===== config.mk =====
export PLATFORM = sky130hd
export DESIGN_NAME = vmask_permute_unit
export DESIGN_NICKNAME = d
export VERILOG_FILES = /design/src/rtl/vmpu_pkg.sv /design/src/rtl/vmpu_ctrl.sv /design/src/rtl/vmpu_ptr.sv /design/src/rtl/vmpu_datapath.sv /design/src/rtl/vmask_permute_unit.sv
export SDC_FILE = /design/constraint.sdc
export NUM_CORES = 1
export LEC_CHECK = 0
export BUFFER_PORTS_ARGS = -buffer_cell sky130_fd_sc_hd__buf_2
export CAP_MARGIN = 20
export CORE_AREA = 2 2 310 312
export CTS_BUF_LIST = sky130_fd_sc_hd__clkbuf_16
export CTS_CLUSTER_SIZE = 16
export DETAILED_ROUTE_END_ITERATION = 8
export DIE_AREA = 0 0 312 314
export PLACE_DENSITY = 0.48
export SYNTH_ARGS = -nofsm -noshare
export SYNTH_HDL_FRONTEND = slang
export SYNTH_SLANG_ARGS = --single-unit

===== constraint.sdc =====
create_clock -name clk -period 23.2 [get_ports clk]
set_input_delay 4.64 -clock clk [delete_from_list [all_inputs] [get_ports clk]]
set_output_delay 4.64 -clock clk [all_outputs]
set_load 0.01 [all_outputs]

===== src/rtl/vmpu_pkg.sv =====
// Package: shared opcode type for the mask compress/expand unit.
// Assumes: the opcode input is one bit wide.
package vmpu_pkg;

    typedef enum logic {
        OP_COMPRESS = 1'b0,
        OP_EXPAND   = 1'b1
    } vmpu_op_e;

endpackage


===== src/rtl/vmpu_ctrl.sv =====
// Module: vmpu_ctrl
// Sequencer. It accepts a start when idle, captures the opcode, the mask and the
// clamped length, then steps an element index once per cycle and pulses done
// after the last element.
// Assumes: MAX_VL >= 2; the datapath and the pointer act on step_o.
module vmpu_ctrl
    import vmpu_pkg::*;
#(
    parameter int MAX_VL = 8,
    localparam int CNT_W = $clog2(MAX_VL + 1)
) (
    input  logic              clk,
    input  logic              rst_n,
    input  logic              start_i,
    input  logic              op_i,
    input  logic [CNT_W-1:0]  vl_i,
    input  logic [MAX_VL-1:0] mask_i,
    output logic              accept_o,
    output logic              step_o,
    output logic [CNT_W-1:0]  idx_o,
    output logic              cur_bit_o,
    output vmpu_op_e          op_o,
    output logic              busy_o,
    output logic              done_o
);

    logic [CNT_W-1:0]  len_q;
    logic [CNT_W-1:0]  idx_q;
    logic [MAX_VL-1:0] mask_q;
    logic [CNT_W-1:0]  eff_len;
    logic              last_step;
    vmpu_op_e          op_q;

    // Clamp the requested length to the element count.
    always_comb begin
        eff_len = (vl_i > CNT_W'(MAX_VL)) ? CNT_W'(MAX_VL) : vl_i;
    end

    // Pick the mask bit of the element under the index.
    always_comb begin
        cur_bit_o = 1'b0;
        for (int k = 0; k < MAX_VL; k++) begin
            if (idx_q == CNT_W'(k)) cur_bit_o = mask_q[k];
        end
    end

    assign accept_o  = start_i && !busy_o;
    assign step_o    = busy_o;
    assign last_step = busy_o && ((idx_q + CNT_W'(1)) == len_q);
    assign idx_o     = idx_q;
    assign op_o      = op_q;

    // Capture operands on acceptance and advance the index while busy.
    always_ff @(posedge clk) begin
        if (!rst_n) begin
            busy_o <= 1'b0;
            done_o <= 1'b0;
            idx_q  <= '0;
            len_q  <= '0;
            mask_q <= '0;
            op_q   <= OP_COMPRESS;
        end else begin
            done_o <= 1'b0;
            if (accept_o) begin
                op_q   <= vmpu_op_e'(op_i);
                mask_q <= mask_i;
                len_q  <= eff_len;
                idx_q  <= '0;
                if (eff_len == '0) done_o <= 1'b1;
                else               busy_o <= 1'b1;
            end else if (last_step) begin
                busy_o <= 1'b0;
                done_o <= 1'b1;
            end else if (busy_o) begin
                idx_q <= idx_q + CNT_W'(1);
            end
        end
    end


    busy_done_excl_chk: assert property (@(posedge clk) disable iff (!rst_n)
        !(busy_o && done_o));


    last_then_done_chk: assert property (@(posedge clk) disable iff (!rst_n)
        last_step |=> (done_o && !busy_o));


    idx_in_range_chk: assert property (@(posedge clk) disable iff (!rst_n)
        busy_o |-> (idx_q < len_q));

endmodule


===== src/rtl/vmpu_ptr.sv =====
// Module: vmpu_ptr
// Packed-position pointer. It counts the set mask bits met so far; the count is
// the compress write slot, the expand read slot and the reported length.
// Assumes: the sequencer clears it through accept_i before the first step.
module vmpu_ptr #(
    parameter int MAX_VL = 8,
    localparam int CNT_W = $clog2(MAX_VL + 1)
) (
    input  logic             clk,
    input  logic             rst_n,
    input  logic             accept_i,
    input  logic             step_i,
    input  logic             cur_bit_i,
    input  logic [CNT_W-1:0] idx_i,
    output logic [CNT_W-1:0] ptr_o
);

    // Clear on acceptance and count set bits as elements are stepped.
    always_ff @(posedge clk) begin
        if (!rst_n)                      ptr_o <= '0;
        else if (accept_i)               ptr_o <= '0;
        else if (step_i && cur_bit_i)    ptr_o <= ptr_o + CNT_W'(1);
    end


    ptr_bound_chk: assert property (@(posedge clk) disable iff (!rst_n)
        step_i |-> (ptr_o <= idx_i));


    ptr_hold_chk: assert property (@(posedge clk) disable iff (!rst_n)
        (!step_i && !accept_i) |=> $stable(ptr_o));

endmodule


===== src/rtl/vmpu_datapath.sv =====
// Module: vmpu_datapath
// Element storage. It loads the prior destination on acceptance and writes one
// element per step: compress writes slot ptr from source idx, expand writes slot
// idx from source ptr, and both write only when the current mask bit is set.
// Assumes: ptr_i <= idx_i < MAX_VL whenever step_i is high.
module vmpu_datapath
    import vmpu_pkg::*;
#(
    parameter int MAX_VL = 8,
    parameter int ELEM_W = 32,
    localparam int CNT_W = $clog2(MAX_VL + 1),
    localparam int VEC_W = MAX_VL * ELEM_W
) (
    input  logic             clk,
    input  logic             rst_n,
    input  logic             accept_i,
    input  logic             step_i,
    input  logic             cur_bit_i,
    input  vmpu_op_e         op_i,
    input  logic [CNT_W-1:0] idx_i,
    input  logic [CNT_W-1:0] ptr_i,
    input  logic [VEC_W-1:0] src_i,
    input  logic [VEC_W-1:0] dst_old_i,
    output logic [VEC_W-1:0] result_o
);

    logic [ELEM_W-1:0] src_q [MAX_VL];
    logic [ELEM_W-1:0] wr_data;
    logic [CNT_W-1:0]  rd_sel;
    logic [CNT_W-1:0]  wr_sel;

    // Expand reads at the pointer and writes at the index; compress swaps them.
    always_comb begin
        rd_sel = (op_i == OP_EXPAND) ? ptr_i : idx_i;
        wr_sel = (op_i == OP_EXPAND) ? idx_i : ptr_i;
    end

    // Select the source element addressed by rd_sel.
    always_comb begin
        wr_data = '0;
        for (int k = 0; k < MAX_VL; k++) begin
            if (rd_sel == CNT_W'(k)) wr_data = src_q[k];
        end
    end

    // Hold a private copy of the source so later input changes do not leak in.
    always_ff @(posedge clk) begin
        if (accept_i) begin
            for (int k = 0; k < MAX_VL; k++) src_q[k] <= src_i[k*ELEM_W +: ELEM_W];
        end
    end

    for (genvar g = 0; g < MAX_VL; g++) begin : g_slot
        logic wr_en;
        assign wr_en = step_i && cur_bit_i && (wr_sel == CNT_W'(g));

        // Per-slot register: reset, prior-destination load, or masked write.
        always_ff @(posedge clk) begin
            if (!rst_n)        result_o[g*ELEM_W +: ELEM_W] <= '0;
            else if (accept_i) result_o[g*ELEM_W +: ELEM_W] <= dst_old_i[g*ELEM_W +: ELEM_W];
            else if (wr_en)    result_o[g*ELEM_W +: ELEM_W] <= wr_data;
        end


        expand_clear_hold_chk: assert property (@(posedge clk) disable iff (!rst_n)
            (step_i && op_i == OP_EXPAND && idx_i == CNT_W'(g) && !cur_bit_i)
            |=> $stable(result_o[g*ELEM_W +: ELEM_W]));
    end

endmodule


===== src/rtl/vmask_permute_unit.sv =====
// Module: vmask_permute_unit (top)
// Mask-driven compress/expand over one vector of MAX_VL elements, one element
// per clock. It ties the sequencer, the packed-position pointer and the element
// storage together.
// Assumes: MAX_VL >= 2; op_i 0 = compress, 1 = expand.
module vmask_permute_unit
    import vmpu_pkg::*;
#(
    parameter int MAX_VL = 8,
    parameter int ELEM_W = 32,
    localparam int CNT_W = $clog2(MAX_VL + 1),
    localparam int VEC_W = MAX_VL * ELEM_W
) (
    input  logic              clk,
    input  logic              rst_n,
    input  logic              start_i,
    input  logic              op_i,
    input  logic [CNT_W-1:0]  vl_i,
    input  logic [MAX_VL-1:0] mask_i,
    input  logic [VEC_W-1:0]  src_i,
    input  logic [VEC_W-1:0]  dst_old_i,
    output logic              busy_o,
    output logic              done_o,
    output logic [CNT_W-1:0]  count_o,
    output logic [VEC_W-1:0]  result_o
);

    logic             accept;
    logic             step;
    logic             cur_bit;
    logic [CNT_W-1:0] idx;
    logic [CNT_W-1:0] ptr;
    vmpu_op_e         op_cur;

    vmpu_ctrl #(.MAX_VL(MAX_VL)) u_ctrl (
        .clk       (clk),
        .rst_n     (rst_n),
        .start_i   (start_i),
        .op_i      (op_i),
        .vl_i      (vl_i),
        .mask_i    (mask_i),
        .accept_o  (accept),
        .step_o    (step),
        .idx_o     (idx),
        .cur_bit_o (cur_bit),
        .op_o      (op_cur),
        .busy_o    (busy_o),
        .done_o    (done_o)
    );

    vmpu_ptr #(.MAX_VL(MAX_VL)) u_ptr (
        .clk       (clk),
        .rst_n     (rst_n),
        .accept_i  (accept),
        .step_i    (step),
        .cur_bit_i (cur_bit),
        .idx_i     (idx),
        .ptr_o     (ptr)
    );

    vmpu_datapath #(.MAX_VL(MAX_VL), .ELEM_W(ELEM_W)) u_dp (
        .clk       (clk),
        .rst_n     (rst_n),
        .accept_i  (accept),
        .step_i    (step),
        .cur_bit_i (cur_bit),
        .op_i      (op_cur),
        .idx_i     (idx),
        .ptr_i     (ptr),
        .src_i     (src_i),
        .dst_old_i (dst_old_i),
        .result_o  (result_o)
    );

    assign count_o = ptr;


    idle_result_hold_chk: assert property (@(posedge clk) disable iff (!rst_n)
        (!busy_o && !(start_i && !busy_o)) |=> $stable(result_o));


    busy_start_ignored_chk: assert property (@(posedge clk) disable iff (!rst_n)
        (busy_o && start_i) |=> (busy_o || done_o));


    count_hold_chk: assert property (@(posedge clk) disable iff (!rst_n)
        (!busy_o && !start_i) |=> $stable(count_o));

endmodule


## Yosys cells after proc, flatten, opt, wreduce, memory -nomap -nowiden

Memory sizes are Yosys's and may differ from the RTL's.
Index checks and enable logic that the tools add are counted.

- Flip-flop bits (word level): 279
- Memory bits (writable): 256
- Input port bits: 528
- Output and inout bits: 262
- Word-level logic and storage cells: 115
- Memories: 1

Memory list:

| memory | words | bits a word | rd ports | clocked after memory_dff | wr ports | line | text |
|---|---|---|---|---|---|---|---|
| u_dp.src_q | 8 | 32 | 8 | 0 | 8 | vmpu_datapath.sv:27 | `logic [ELEM_W-1:0] src_q [MAX_VL];` |

- Add/subtract/negate cells: 2
- $lt $le $gt $ge: 1
- Equality and inequality tests: 23
- Mux-type cells: 43
- Bitwise logic cells: 2
- Reductions and logical operators: 28

Operators by type and width:

| kind | count |
|---|---|
| $mux W32 | 24 |
| $eq A4 B3 Y1 const B | 12 |
| $eq A4 B2 Y1 const B | 6 |
| $reduce_bool A2 Y1 | 9 |
| $logic_not A4 Y1 | 4 |
| $mux W1 | 16 |
| $eq A4 B1 Y1 const B | 3 |
| $mux W4 | 3 |
| $logic_and A1 B1 Y1 | 11 |
| $add A4 B1 Y4 const B | 2 |
| $eq A4 B4 Y1 | 1 |
| $gt A4 B4 Y1 const B | 1 |
| $reduce_and A2 Y1 | 2 |
| $ne A2 B2 Y1 const B | 1 |
| $not A1 Y1 | 2 |
| $reduce_or A2 Y1 | 1 |
| $logic_not A1 Y1 | 1 |

## Logic depth before layout (Yosys ltp)

Gate-level depths: netlist of the first run.

- Depth in word-level cells: 13
- Mapped depth: 12
- Depth with buffers taken out: 8

## By module

Synthesis of the first run repeated with hierarchy kept, for this count alone.

- Cell total of the unflattened synthesis: 2115
- Area total of the unflattened synthesis: 23108.4 sq um

Modules (own cells, without submodules):

| module | times used | cells each | area an instance (sq um) |
|---|---|---|---|
| vmpu_datapath | 1 | 1970 | 21873.5 |
| vmpu_ctrl | 1 | 126 | 1064.8 |
| vmpu_ptr | 1 | 19 | 170.2 |

## Least setup slack after synthesis of the first run

No wires, ideal clock.

- Path kind: input port to flip-flop
- Start point: in start_i
- End point: mem u_dp.src_q[0][0] (enable)
- Setup time: 0.719 ns
- Data arrival time: 12.507 ns
- Setup slack: 9.974 ns
- Cell stages on the path: 6
- Buffers on the path: 4
- Cells stage by stage: nand2b_1 -> clkbuf_1 -> inv_1 -> buf_2 -> buf_1 -> buf_1

RTL lines:

| what | line | text |
|---|---|---|
| from (decl) | vmask_permute_unit.sv:16 | `input logic start_i,` |
| to (decl) | vmpu_datapath.sv:27 |  |

## Worst setup path in the final report of the first run

- Start point: in start_i
- End point: reg u_dp.result_o[99]

- Word-level cells in the longest chain between the ends: 2

RTL lines:

| what | line | text |
|---|---|---|
| $logic_and A1 B1 Y1 (*) | vmpu_ctrl.sv:47 | `assign accept_o = start_i && !busy_o;` |
| $mux W32 / $reduce_bool A2 Y1 (equally long branches) | - |  |
| to (signal, indexed assignment) | vmpu_datapath.sv:60 | `else if (accept_i) result_o[g*ELEM_W +: ELEM_W] <= dst_old_i[g*ELEM_W +: ELEM_W];` |
| to (signal, indexed assignment) | vmpu_datapath.sv:61 | `else if (wr_en) result_o[g*ELEM_W +: ELEM_W] <= wr_data;` |
| to (decl) | vmpu_datapath.sv:24 | `output logic [VEC_W-1:0] result_o` |

Every way passes the cells marked *; elsewhere a longest branch is shown, timed or not.
A chain may end at the register's enable or synchronous reset.

==> metrics.txt, run 1 <==
status=finished clean; Lkg Pwr=12.3 nW; Mapped Nets=2682; dpl cells=4042; clk_skew=0.0251 ns; Final Cycle Share=0.322; Slew HR=0.263; Layout Cells excl Fill=4174; clk root buf=clkbuf_16; Max clock buf depth=3; Net Switching=0.664 mW; WHS Path Cells=2; final core utilization=0.325; Reg power frac=0.444; worst r2r dst=u_dp.result_o[238]; # DRC=0; VDD IR max=0.0584 mV; dominant cell type by area after synthesis=edfxtp_1; Setup-failing EPs final=0; DR WL/cell=26.8 um; Worst EP arrival=7.93 ns; Routability Congestion=0.864; Global Route Usage Sum=0.218; asr flop ratio synth=0; P per Cell Area=80.0 mW/mm2; leading cell type in the layout, fill and taps excluded=buf_2; crit end category=register; vias in the first global route=21053; largest net degree at the start of global routing=176; CTS tree=built; switching share of power=0.271; Die Y-Extent=314 um; number of H-tree levels=3; Port-buffer cells=789; Post-CTS Resized=0; post-synthesis cell area=0.0235 mm2; Mean Syn Cell Area=10.9 um2; CTS Buf Count=68; dpl hpwl=81.1 mm; fin nets=3380; hold path startpoint=u_dp.result_o[220]; Rows=113; starting density of the core=0.249; Mapped Cells=2149; r2r setup slk=18.72 ns; core area=0.0944 mm2; initial antenna violation count=27; worst skew pair latency=0.61 ns; drt first pass iters=8; ANT nets after route=0; area grow syn2layout=30.6%; Worst Hold Class=register to register; Critical Path RT=23.65 ns; WHS Endpoint=u_dp.result_o[220]; FMAX=134 MHz; combinational group share of total power=0.132; final slew viol count=0; setup_tns=0 ns; WS Path Type=primary input to register; share of layout cells above drive strength 1=0.358; unrepaired setup endpoints after global routing=false; WL final=112 mm; Post-synth EDFFs=256; global route total overflow=0; die area=0.0980 mm2; hold buffer count at cts=0; WHS=0.446 ns; Max Cap Viol=0; crit path launch type=primary input; Top FF cell, synth=dfxtp_1; Yosys warnings=0; origin of the critical flop-to-flop path=u_ctrl.idx_o[0]; Seq cells post-synth=535; vias per inst=5.08; final hold vios=0; DRT iter0 DRCs=2071; I/O pins=790; Worst-Margin Slew=1.10 ns; Area contributors post-synth=edfxtp_1, dfxtp_1, o221ai_1; Synth top area share=0.327; minimum clock period=7.48 ns; Worst Reg-to-Reg Cells=9; clock slew at reported path FFs=0.06 ns; most frequent cells in the layout=buf_2, nand2_1, dfxtp_1; DR vias=21189; number of distinct library cells after synthesis=77; Worst Path Max Fanout=167; sequential share of the synthesized area=0.565; Post-CTS Setup Inserts=0; total power=2.45 mW; first-pass GRT wire length=156 mm; CTS sink cnt=535; Power Internal=1.79 mW; chip width=312 um; Clock power frac=0.424
how the worst max path moves through the flow:
stage	from	depth (start not counted)	slack [ns]	end
after floorplan	start_i	6	9.97	u_dp.src_q[0][0]
final	start_i	8	15.72	u_dp.result_o[99]
after global routing	start_i	8	15.41	u_dp.result_o[121]
after detailed placement	start_i	8	15.02	u_dp.result_o[99]
after CTS	start_i	8	15.69	u_dp.result_o[99]
after global placement	start_i	8	15.00	u_dp.result_o[127]
registers in the layout, summed over array words and instances, names as in the netlist:
| register | count |
|---|---|
| u_ctrl.op_o | 1 |
| u_dp.src_q | 256 |
| u_ctrl.busy_o | 1 |
| u_ctrl.idx_o | 4 |
| u_ptr.ptr_o | 4 |
| u_ctrl.mask_q | 8 |
| u_ctrl.len_q | 4 |
| u_ctrl.done_o | 1 |
| u_dp.result_o | 256 |
cells by family (layout without fill, tap and decap cells):
kind of cell,after synthesis,count (layout),share of synthesized area
multiplexers,84,84,0.0386
XOR/XNOR,11,11,0.00410
buffers and inverters,222,974,0.0451
AND/OR/NAND/NOR,559,559,0.113
AO/OA/AOI/OAI,733,733,0.231
flip-flops,535,535,0.565
adder cells (fa/ha/maj),5,5,0.00266
other,0,8,0
critical path, stage by stage:
cell,delay (ns)
buf_2,0.12
nand2b_4,0.23
inv_8,0.64
buf_12,0.64
buf_4,0.80
a31oi_1,0.39
nand2_1,0.18
a21oi_1,0.08
layer usage:
layer | vias to the layer above | track usage | wire length [um]
met5 | - | 0 | 196
met4 | 34 | 0.0767 | 3900
met3 | 202 | 0.0630 | 9100
met2 | 1017 | 0.377 | 55000
met1 | 10316 | 0.259 | 43700
li1 | 9620 | - | -
through the flow:
| step | area (um2) | worst slack [ns] |
|---|---|---|
| 3_5_place_dp | 28500 | 15.02 |
| 2_1_floorplan | 23500 | 9.97 |
| 6_report | 30700 | 15.72 |
| 4_1_cts | 30600 | 15.69 |
| 3_3_place_gp | 28500 | 15.00 |
| 5_1_grt | 30700 | 15.41 |
power groups by stage:
stage                     logic [mW]  registers (mW)  clock network [mW]
after floorplan                0.153            1.12                   0
after global placement         0.326            1.11                   0
after global routing           0.348            1.09                1.11
after detailed placement       0.327            1.11                   0
final                          0.323            1.09                1.04
after CTS                      0.328            1.09                1.07
final cells by class:
cell class | count | area, um2
diodes | 8 | 20.0
clock buffers | 71 | 1780
clock inverters | 53 | 390
fillers | 9872 | 63800
inverters | 21 | 88.8
multi-input cells | 1392 | 9260
flip-flops and latches | 535 | 13300
well taps | 1265 | 1580
repair buffers | 829 | 4280
cells in the mapped netlist, drive strengths merged, types with 2 or more instances:
cell / n
a21oi: 150
a221o: 12
a221oi: 2
a22o: 18
a22oi: 115
a2bb2oi: 31
a31oi: 62
and2: 70
and3: 6
and3b: 2
and4: 2
buf: 94
clkbuf: 107
dfxtp: 279
edfxtp: 256
ha: 5
inv: 21
mux2: 49
mux2i: 35
nand2: 285
nand2b: 19
nand3: 109
nand3b: 5
nand4: 2
nor2: 37
nor2b: 7
nor3: 2
nor3b: 3
o211a: 9
o211ai: 7
o21a: 7
o21ai: 130
o221a: 6
o221ai: 154
o22a: 7
o22ai: 3
o32a: 13
or2: 2
or3: 2
xnor2: 7
xor2: 4
No activity file was read; power rests on OpenSTA's default activity.
==> run 2, diff against run 1 <==
clock period = 7.1 ns   (was 23.2 ns; I/O delays follow)
==> run 2 against run 1 <==
- first-iteration DRC count shrank 2.7%
- cell area is 0.23% higher
- combinational power grew to 3.3 times the previous value
- largest cell class unchanged
- sequential share of layout area shrank 0.10 points
- clock skew decreased by 0.0023 ns
==> metrics.txt, run 2 (synthesis gave the netlist of run 1 again) <==
P per Cell Area=263 mW/mm2; Post-CTS Setup Inserts=0; leading cell type in the layout, fill and taps excluded=buf_2; number of cells on the critical path=9; CTS tree=built; DR vias=21450; core area=0.0944 mm2; Top Family by Delay on Critical Path=compound AO/OA/AOI/OAI gates; worst r2r dst=u_dp.result_o[68]; FMAX=257 MHz; Rows=113; biggest regs=u_dp.result_o (256), u_dp.src_q (256), u_ctrl.mask_q (8); drt first pass iters=6; Die Y-Extent=314 um; critical-path cell list=inv_1 > ha_1 > nor2b_1 > a221oi_2 > o21a_4 > and3_2 > buf_4 > nand2_1 > o221ai_1; Worst EP arrival=4.43 ns; Worst Reg-to-Reg Cells=9; clk root buf=clkbuf_16; DP Area=0.0285 mm2; status=finished clean; DRT iter0 DRCs=2016; final core utilization=0.325; CP max stage delay=0.78 ns; CTS Buf Count=69; clock slew at reported path FFs=0.05 ns; worst skew pair latency=0.64 ns; Slew HR=0.269; Critical Path RT=7.64 ns; Critical Path Start=u_ctrl.idx_o[0]; WL final=114 mm; Max Cap Viol=0; Port-buffer cells=789; Max clock buf depth=3; VDD IR max=0.195 mV; minimum clock period=3.89 ns; vias in the first global route=21179; Worst Hold Class=register to register; crit path to=u_dp.result_o[68]; Layout Cells excl Fill=4183; clk_skew=0.0228 ns; setup_tns=0 ns; CP max stage cell=and3_2; crit path buf inv count=2; Lkg Pwr=12.4 nW; largest net degree at the start of global routing=184; final slew viol count=0; die area=0.0980 mm2; r2r setup slk=3.21 ns; origin of the critical flop-to-flop path=u_ctrl.idx_o[0]; unrepaired setup endpoints after global routing=false; crit path launch type=register; Filler cells=9949; vias per inst=5.13; fin nets=3386; initial antenna violation count=36; Routability Congestion=0.864; starting density of the core=0.249; first-pass GRT wire length=159 mm; dpl hpwl=82.4 mm; chip width=312 um; total power=8.08 mW; number of H-tree levels=3; I/O pins=790; crit end category=register; global route total overflow=0; Post-CTS Resized=0; hold buffer count at cts=0; Worst Path Max Fanout=50; share of layout cells above drive strength 1=0.360; Non-Filler Cell Area, Final=0.0307 mm2; final hold vios=0; ANT nets after route=0; WS Path Type=register to register; Global Route Usage Sum=0.224; # DRC=0; Worst-Margin Slew=1.10 ns; area grow syn2layout=31.0%; dpl cells=4047; Final Cycle Share=0.548; Setup-failing EPs final=0; most frequent cells in the layout=buf_2, nand2_1, dfxtp_1; DR WL/cell=27.2 um; CTS sink cnt=535
## run 2: cell count changes in the layout (fill, tap and decap cells not counted), sizes merged, moves of 2 or more
cell / before / now
diode: 8 / 10
inv: 41 / 47
clkinv: 23 / 20
buf: 829 / 834
## run 2: stage by stage
| step | worst slack (ns) | hold WS [ns] |
|---|---|---|
| 2_1_floorplan | 0.845 | 0.436 |
| 3_3_place_gp | 3.08 | 0.436 |
| 3_5_place_dp | 3.07 | 0.440 |
| 4_1_cts | 3.19 | 0.448 |
| 5_1_grt | 2.88 | 0.461 |
| 6_report | 3.21 | 0.445 |
## run 2: final cells by class
type                            instances  area, um2  share of cell area
Sequential cell                       535      13300               0.432
Multi-Input combinational cell       1392       9260               0.301
Timing Repair Buffer                  834       4330               0.141
Clock buffer                           70       1750              0.0570
Tap cell                             1265       1580              0.0515
Clock inverter                         56        429              0.0140
Inverter                               21       88.8             0.00289
Antenna cell                           10       25.0            0.000814
## run 2: worst min-delay path by stage
stage | from | end | slack (ns) | depth (start not counted)
floorplan | u_ctrl.mask_q[2] | u_ctrl.mask_q[2] | 0.44 | 2
global placement | u_dp.result_o[246] | u_dp.result_o[246] | 0.44 | 2
detailed placement | u_dp.result_o[171] | u_dp.result_o[171] | 0.44 | 2
CTS | u_dp.result_o[171] | u_dp.result_o[171] | 0.45 | 2
global route | u_dp.result_o[95] | u_dp.result_o[95] | 0.46 | 2
finish | u_dp.result_o[25] | u_dp.result_o[25] | 0.44 | 2
## run 2: worst register-to-register path: cells and delay by family, from the launching register on
| family | cells | cell delay [ns] |
|---|---|---|
| fa+ha+maj | 1 | 0.24 |
| buf+inv | 2 | 0.53 |
| compound gates | 3 | 1.19 |
| simple gates | 3 | 1.19 |
| flops | 1 | 0.68 |
## run 2: power breakdown
group / internal (mW) / switching (mW)
logic: 0.393 / 0.676
registers: 3.46 / 0.0987
clock network: 2.01 / 1.44
total: 5.87 / 2.22
## run 2: layer usage
layer  vias to the layer above  GRT usage  wire length (um)
met5                         -          0               263
met4                        42     0.0907              4620
met3                       258     0.0625              8780
met2                      1002      0.383             56000
met1                     10514      0.266             44300
li1                       9634          -                 -
